### config.mk
export PLATFORM = sky130hd
export DESIGN_NAME = word_insert_unit
export DESIGN_NICKNAME = d
export VERILOG_FILES = /design/src/rtl/wi_pkg.sv /design/src/rtl/wi_lane_merge.sv /design/src/rtl/wi_ud_check.sv /design/src/rtl/wi_result_build.sv /design/src/rtl/word_insert_unit.sv
export SDC_FILE = /design/constraint.sdc
export NUM_CORES = 1
export LEC_CHECK = 0
export ABC_AREA = 1
export BUFFER_PORTS_ARGS = -buffer_cell sky130_fd_sc_hd__buf_4
export CORE_AREA = 5 5 269 271
export DETAILED_ROUTE_END_ITERATION = 8
export DIE_AREA = 0 0 274 276
export GPL_TIMING_DRIVEN = 0
export MAX_ROUTING_LAYER = met4
export PLACE_DENSITY_LB_ADDON = 0.05
export SETUP_SLACK_MARGIN = 0.02
export SLEW_MARGIN = 40
export SYNTH_ARGS = -nofsm -noshare
export SYNTH_HDL_FRONTEND = slang
export SYNTH_SLANG_ARGS = --single-unit
### constraint.sdc
create_clock -name clk -period 1.9 [get_ports clk]
set_clock_uncertainty 0.15 [all_clocks]
set_input_delay 0.285 -clock clk [delete_from_list [all_inputs] [get_ports clk]]
set_output_delay 0.285 -clock clk [all_outputs]
set_load 0.01 [all_outputs]
### src/rtl/wi_pkg.sv
package wi_pkg;
   typedef enum logic [1:0] {
      FORM_NARROW       = 2'b00,
      FORM_WIDE_INPLACE = 2'b01,
      FORM_WIDE_3OP     = 2'b10,
      FORM_RSVD         = 2'b11
   } wi_form_e;
endpackage

### src/rtl/wi_lane_merge.sv
module wi_lane_merge #(
   parameter int WORD_W = 16,
   parameter int LANES  = 8,
   localparam int SEL_W = $clog2(LANES),
   localparam int VEC_W = WORD_W * LANES
) (
   input  logic [VEC_W-1:0]  base_vec,
   input  logic [WORD_W-1:0] ins_word,
   input  logic [SEL_W-1:0]  lane_sel,
   output logic [VEC_W-1:0]  merged
);
   generate
      if (LANES < 2 || (1 << SEL_W) != LANES) begin : g_bad_lanes
         $error("wi_lane_merge: LANES must be a power of two of at least 2");
      end
      for (genvar g = 0; g < LANES; g++) begin : g_lane
         assign merged[g*WORD_W +: WORD_W] =
            (lane_sel == SEL_W'(g)) ? ins_word : base_vec[g*WORD_W +: WORD_W];
      end
   endgenerate
endmodule

### src/rtl/wi_ud_check.sv
module wi_ud_check
   import wi_pkg::*;
(
   input  wi_form_e form,
   input  logic     len_bit,
   input  logic     w_bit,
   input  logic     long_mode,
   output logic     ud
);
   always_comb begin
      unique case (form)
         FORM_WIDE_3OP: ud = len_bit | (w_bit & ~long_mode);
         FORM_RSVD:     ud = 1'b1;
         default:       ud = 1'b0;
      endcase
   end
endmodule

### src/rtl/wi_result_build.sv
module wi_result_build
   import wi_pkg::*;
#(
   parameter int REG_W        = 256,
   parameter int WORD_W       = 16,
   parameter int NARROW_LANES = 4,
   parameter int WIDE_LANES   = 8,
   parameter int IMM_W        = 8,
   parameter int SCALAR_W     = 32,
   localparam int NARROW_W = WORD_W * NARROW_LANES,
   localparam int WIDE_W   = WORD_W * WIDE_LANES,
   localparam int NSEL_W   = $clog2(NARROW_LANES),
   localparam int WSEL_W   = $clog2(WIDE_LANES)
) (
   input  wi_form_e            form,
   input  logic [IMM_W-1:0]    imm,
   input  logic [SCALAR_W-1:0] scalar_src,
   input  logic [REG_W-1:0]    dst_cur,
   input  logic [WIDE_W-1:0]   base_src,
   input  logic                ud,
   output logic [REG_W-1:0]    next_data
);
   logic [WORD_W-1:0]   ins_word;
   logic [NARROW_W-1:0] narrow_res;
   logic [WIDE_W-1:0]   wide_base;
   logic [WIDE_W-1:0]   wide_res;
   logic                unused_hi;

   assign ins_word  = scalar_src[WORD_W-1:0];
   assign unused_hi = ^{scalar_src[SCALAR_W-1:WORD_W], imm[IMM_W-1:WSEL_W]};
   assign wide_base = (form == FORM_WIDE_3OP) ? base_src : dst_cur[WIDE_W-1:0];

   generate
      if (SCALAR_W <= WORD_W || IMM_W <= WSEL_W) begin : g_bad_src
         $error("wi_result_build: scalar and immediate must be wider than the fields used");
      end
   endgenerate

   wi_lane_merge #(.WORD_W(WORD_W), .LANES(NARROW_LANES)) u_narrow (
      .base_vec (dst_cur[NARROW_W-1:0]),
      .ins_word (ins_word),
      .lane_sel (imm[NSEL_W-1:0]),
      .merged   (narrow_res)
   );

   wi_lane_merge #(.WORD_W(WORD_W), .LANES(WIDE_LANES)) u_wide (
      .base_vec (wide_base),
      .ins_word (ins_word),
      .lane_sel (imm[WSEL_W-1:0]),
      .merged   (wide_res)
   );

   always_comb begin
      next_data = '0;
      if (!ud) begin
         unique case (form)
            FORM_NARROW:       next_data = {dst_cur[REG_W-1:NARROW_W], narrow_res};
            FORM_WIDE_INPLACE: next_data = {dst_cur[REG_W-1:WIDE_W], wide_res};
            FORM_WIDE_3OP:     next_data = {{(REG_W-WIDE_W){1'b0}}, wide_res};
            default:           next_data = '0;
         endcase
      end
   end
endmodule

### src/rtl/word_insert_unit.sv
module word_insert_unit
   import wi_pkg::*;
#(
   parameter int REG_W        = 256,
   parameter int WORD_W       = 16,
   parameter int NARROW_LANES = 4,
   parameter int WIDE_LANES   = 8,
   parameter int IMM_W        = 8,
   parameter int SCALAR_W     = 32,
   localparam int NARROW_W = WORD_W * NARROW_LANES,
   localparam int WIDE_W   = WORD_W * WIDE_LANES
) (
   input  logic                clk,
   input  logic                rst_n,
   input  logic                req_valid,
   output logic                req_ready,
   input  logic [1:0]          form,
   input  logic [IMM_W-1:0]    imm,
   input  logic [SCALAR_W-1:0] scalar_src,
   input  logic [REG_W-1:0]    dst_cur,
   input  logic [WIDE_W-1:0]   base_src,
   input  logic                len_bit,
   input  logic                w_bit,
   input  logic                long_mode,
   output logic                res_valid,
   output logic [REG_W-1:0]    res_data,
   output logic                wr_en,
   output logic                ud_exc
);
   generate
      if (NARROW_W >= WIDE_W || WIDE_W >= REG_W) begin : g_bad_widths
         $error("word_insert_unit: need narrow < wide < register width");
      end
   endgenerate

   wi_form_e         form_e;
   logic             ud;
   logic             accept;
   logic [REG_W-1:0] next_data;

   assign form_e = wi_form_e'(form);
   assign accept = req_valid & req_ready;

   wi_ud_check u_ud (
      .form      (form_e),
      .len_bit   (len_bit),
      .w_bit     (w_bit),
      .long_mode (long_mode),
      .ud        (ud)
   );

   wi_result_build #(
      .REG_W(REG_W), .WORD_W(WORD_W), .NARROW_LANES(NARROW_LANES),
      .WIDE_LANES(WIDE_LANES), .IMM_W(IMM_W), .SCALAR_W(SCALAR_W)
   ) u_build (
      .form       (form_e),
      .imm        (imm),
      .scalar_src (scalar_src),
      .dst_cur    (dst_cur),
      .base_src   (base_src),
      .ud         (ud),
      .next_data  (next_data)
   );

   always_ff @(posedge clk or negedge rst_n) begin
      if (!rst_n) begin
         req_ready <= 1'b0;
         res_valid <= 1'b0;
         wr_en     <= 1'b0;
         ud_exc    <= 1'b0;
         res_data  <= '0;
      end else begin
         req_ready <= 1'b1;
         res_valid <= accept;
         wr_en     <= accept & ~ud;
         ud_exc    <= accept & ud;
         if (accept) res_data <= next_data;
      end
   end

   AST_RESULT_NEXT_CYCLE: assert property (@(posedge clk) disable iff (!rst_n)
      accept |=> res_valid);
   AST_NO_SPURIOUS_RESULT: assert property (@(posedge clk) disable iff (!rst_n)
      !accept |=> !res_valid);
   AST_WRITE_NEEDS_VALID: assert property (@(posedge clk) disable iff (!rst_n)
      wr_en |-> res_valid);
   AST_UD_BLOCKS_WRITE: assert property (@(posedge clk) disable iff (!rst_n)
      ud_exc |-> (res_valid && !wr_en));
   AST_UD_DATA_ZERO: assert property (@(posedge clk) disable iff (!rst_n)
      ud_exc |-> (res_data == '0));
   AST_LENGTH_TRAPS: assert property (@(posedge clk) disable iff (!rst_n)
      (accept && form == FORM_WIDE_3OP && len_bit) |=> ud_exc);
   AST_3OP_UPPER_CLEAR: assert property (@(posedge clk) disable iff (!rst_n)
      (res_valid && wr_en && $past(form) == FORM_WIDE_3OP)
         |-> (res_data[REG_W-1:WIDE_W] == '0));
   AST_INPLACE_UPPER_KEEP: assert property (@(posedge clk) disable iff (!rst_n)
      (res_valid && wr_en && $past(form) == FORM_WIDE_INPLACE)
         |-> (res_data[REG_W-1:WIDE_W] == $past(dst_cur[REG_W-1:WIDE_W])));
endmodule

Word level (Yosys, flattened, before mapping)
Cells that the tools add are included.

Equal/unequal tests: 13. Bitwise logic cells: 7. Mux-type cells: 16. Reduce and logical (&&, ||, !) cells: 3.

Operator list (count): 256-bit one-hot mux with 3 select lines (1); 256-bit two-way mux (1); 16-bit two-way mux (12); 128-bit two-way mux (1); 3-bit == test (second input constant) (4); 2-bit == test (second input constant) (4); 3-bit by 2-bit == test with 1-bit output (second input constant) (2); 1-bit AND (4); 2-bit by 1-bit == test with 1-bit output (second input constant) (2); 2-bit zero test (2); 3-bit by 1-bit == test with 1-bit output (second input constant) (1); 3-bit zero test (1); 1-bit inverter (2); 1-bit one-hot mux with 2 select lines (1); 1-bit OR (1).

Register bits: 260.

Longest topological paths before layout
Depth after elaboration: 6. Gate-level depth with buffers: 11.

Cells and area by module
A second synthesis with hierarchy kept.

Cell total of the unflattened synthesis: 2934. Area, all modules: 18676.7 µm².

By module, submodules not included: word_insert_unit (cells each 1120, area each 10368.7 µm², instances 1, sequential area each 6506.2 µm²); wi_result_build (cells each 1137, area each 5088.6 µm², instances 1, sequential area each 0.0 µm²); wi_lane_merge at u_build.u_wide (cells each 456, area each 2207.1 µm², instances 1, sequential area each 0.0 µm²); wi_lane_merge at u_build.u_narrow (cells each 216, area each 992.2 µm², instances 1, sequential area each 0.0 µm²); wi_ud_check (cells each 5, area each 20.0 µm², instances 1, sequential area each 0.0 µm²).

Worst setup path after synthesis
OpenSTA, ideal clock, no wires.

Path type: flip-flop to flip-flop. Start: reg req_ready. End: reg res_data[214]. Setup slack: 0.320 ns. Data arrival time: 1.347 ns. Data required time: 1.667 ns. Period minus slack after synthesis: 1.580 ns. Setup time: 0.083 ns. Cell stages (with the launch flop): 7. Cell sequence: dfrtp_1 > nand2_1 > buf_2 > buf_2 > buf_1 > nand2_1 > o21ai_0.

Longest elaborated chain between the ends: 1.

RTL lines: from (decl) (RTL line word_insert_unit.sv:16) `output logic req_ready,`; from (signal assigned) (RTL line word_insert_unit.sv:67) `req_ready <= 1'b0;`; from (signal assigned) (RTL line word_insert_unit.sv:73) `req_ready <= 1'b1;`; 1-bit AND (RTL line word_insert_unit.sv:42) `assign accept = req_valid & req_ready;`; to (signal assigned) (RTL line word_insert_unit.sv:77) `if (accept) res_data <= next_data;`; to (decl) (RTL line word_insert_unit.sv:26) `output logic [REG_W-1:0] res_data,`.

Every way passes these cells. A chain may end at the register's enable or synchronous reset.

Worst setup path after layout
Start: reg req_ready. End: reg res_data[17].

The elaborated chain is that of the path after synthesis.

==> reports/results.ini <==
[critical_path]
crit_path_top_delay_cell = dfrtp_1
start_kind = flip-flop
arrival_ns = 2.06
r2r_slack_ns = 0.12
worst-path-buf-inv = 4
crit_path_cell_trace = nand2_4, buf_6, nor2_4, buf_12, clkbuf_16, buf_4, nand2_1, nand2_1
slowest_delay_ns = 0.41
cp_top_family = buffers and inverters
crit_path_end_kind = flip-flop
crit_path_frequent_cell = nand2_1
worstPathRequired_ns = 2.18
path_class = flip-flop to flip-flop
critical_path_peak_fanout = 10

[power]
power_frac_comb_pct = 27.9
p_per_area_nw_per_um2 = 726
vdd_drop_max_mv = 0.509
internal_power_mw = 13.2
p_switching_mw = 6.09
power_frac_seq_pct = 33.9
power_frac_clock_pct = 38.2
swShare_pct = 31.6
p_leak_nw = 14.2

[routing]
wl_per_cell_um = 20.7
drt_wl_total_mm = 92.0
drc = 0
drtIter0Drc = 1139
route.vias.total = 19500
routed.top_layer = met4
met2_length_mm = 44.8
vias_per_cell = 4.40
met3_length_mm = 6.68
wl_met1_mm = 38.4
drt-pass1-iter-count = 5
ant_nets = 0

[timing]
setup_violations = 0
hold_viol_final = 0
relSlewSlack_pct = 50.7
fin_tns_setup_ns = 0
fin_crit_sh_pct = 93.6
finalCriticalPeriod_ns = 1.78
drv_slew = 0
rsz0062_at_grt = false
max_freq_mhz = 562
setup_ws_ns = 0.122
max_slew.worst_pin.slew_ns = 0.738

[grt]
grt_max_degree = 64
grt.overflow.total = 0
grt_util_all_layers_pct = 24.0
antenna_found_initial = 31
grt_pass1_vias = 20300
grt_pass1_wl_mm = 134

[run_status]
status = completed

[synth]
synth.yosys.seq_area_share_pct = 42.8
synth_nets = 2812
synth.avg_cell_area_um2 = 6.39
synth_seq_cells = 260
syn-cell-area_um2 = 15200
ys_types = 17
synth_warnings = 0
netlist_instances = 2380

[clocking]
clkTransAtPathRegs_ns = 0.06
numCtsBuffers = 37
root_buffer = clkbuf_16
clockBufferDepth = 3
worstSkewPairLatency_ns = 0.55
cts_max_level = 2
clock-sinks = 260
cts_tree = done

[placement]
hpwl_mm = 71.9
post-place-ws_ns = -0.784
gp_congestion = 0.872
port_buffers = 669

[floorplan]
rows = 97
fp.dieW_um = 274
die_y_um = 276
dieArea_um2 = 75600
coreArea_um2 = 69500
num_io_pins = 692
initial_core_util_pct = 21.9

[final_layout]
layout-drive-gt1-share_pct = 24.4
utilization_pct = 38.1
final_nets = 3873
syn_to_final_growth_pct = 74.4

[min_path]
min_path_type = primary input to flip-flop

[job]
max-cap-violations = 0

==> final cells by class <==
class / count / area, µm²
Clock inverter: 12 / 165
Tap cell: 940 / 1180
Fill cell: 7614 / 43000
Inverter: 76 / 285
Buffer: 165 / 841
Clock buffer: 55 / 1110
Antenna cell: 32 / 80.1
Sequential cell: 260 / 6510
Multi-Input combinational cell: 1879 / 7700
Timing Repair Buffer: 1022 / 8650
==> registers in the layout (all words and copies together), names as in the netlist <==
name and count:
req_ready 1, res_data 256, res_valid 1, ud_exc 1
wr_en 1
==> synthesized netlist by cell type, drive strengths merged <==
cell / n / area share [%]
a31oi: 1 / 0.041
buf: 89 / 2.9
clkbuf: 76 / 1.9
conb: 1 / 0.025
dfrtp: 260 / 43
inv: 76 / 1.9
nand2: 1353 / 33
nand3: 164 / 5.4
nor2: 152 / 3.8
nor3: 16 / 0.53
o211ai: 64 / 3.2
o21ai: 128 / 4.2
==> stage by stage <==
step                      hold slack (ns)  cells  area, µm²  power (mW)
after detailed placement          -0.0184   3993      21500        11.4
after CTS                        0.000108   4407      26400        19.6
after global placement              0.316   3989      21400        11.3
final                              0.0182   4441      26500        19.3
after global routing               0.0359   4439      26500        20.3
after floorplan                    -0.161   2380      15200        8.47
==> power groups by stage <==
stage               logic (mW)  clock network (mW)  registers, mW
CTS                       5.44                7.62           6.52
detailed placement        4.76                   0           6.61
global placement          4.73                   0           6.61
finish                    5.38                7.35           6.52
global route              5.88                7.80           6.59
floorplan                 1.63                   0           6.85
==> timing repair <==
| item | 4_1_cts | 5_1_grt |
|---|---|---|
| pin swaps | 0 | 1 |
| hold endpoints to repair | 390 | 0 |
| hold buffers | 347 | 0 |
| gates resized for setup | 37 | 21 |
| gates cloned | 0 | 1 |
| buffers inserted | 0 | 1 |
| endpoints found under the setup margin | 259 | 170 |
==> kinds of logic after synthesis <==
logic type      share of synthesized area [%]
buf+inv                                  6.70
compound gates                           7.41
simple gates                             43.1
flops                                    42.8
other cells                            0.0247
==> cell usage in the layout, fill, tap and decap left out, types with 3 or more instances in the layout <==
| master | netlist | routed |
|---|---|---|
| buf_2 | 82 | 70 |
| buf_6 | 0 | 5 |
| clkbuf_1 | 76 | 66 |
| buf_4 | 3 | 678 |
| clkbuf_8 | 0 | 12 |
| buf_16 | 0 | 4 |
| nand2_1 | 1352 | 1351 |
| dfrtp_1 | 260 | 260 |
| o21ai_0 | 128 | 128 |
| inv_1 | 74 | 74 |
| clkbuf_4 | 0 | 9 |
| buf_1 | 4 | 3 |
| bufinv_16 | 0 | 3 |
| clkinv_2 | 0 | 4 |
| dlygate4sd3_1 | 0 | 346 |
| nor3_1 | 16 | 16 |
| o211ai_1 | 64 | 64 |
| nand3_1 | 164 | 164 |
| diode_2 | 0 | 32 |
| inv_6 | 0 | 3 |
| clkbuf_16 | 0 | 38 |
| nor2_1 | 151 | 150 |
| clkbuf_2 | 0 | 8 |
==> metal layers <==
| layer | GRT usage (%) | vias up |
|---|---|---|
| met2 | 40.9 | 657 |
| met4 | 5.24 | 0 |
| met1 | 28.7 | 9147 |
| li1 | - | 9620 |
| met5 | - | - |
| met3 | 5.87 | 110 |
==> path summary, 6_finish.rpt <==
kind,from,endpoint,cells past startpoint
worst min-delay path,base_src[80],res_data[80],7
worst max register to register,req_ready,res_data[17],8
worst min register to register,res_data[105],res_data[105],2
worst max-delay path,req_ready,res_data[17],8
min in group asynchronous,rst_n,res_data[120],3
max in group asynchronous,rst_n,res_data[95],4
==> tightest hold or removal path, stage by stage <==
cell and delay [ns]:
buf_4 0.08, nand2_1 0.05, nand3_1 0.06, nand2_1 0.05, nand2_1 0.05, nand2_1 0.06
nand2_1 0.06
No activity file was read; power rests on OpenSTA's default activity.
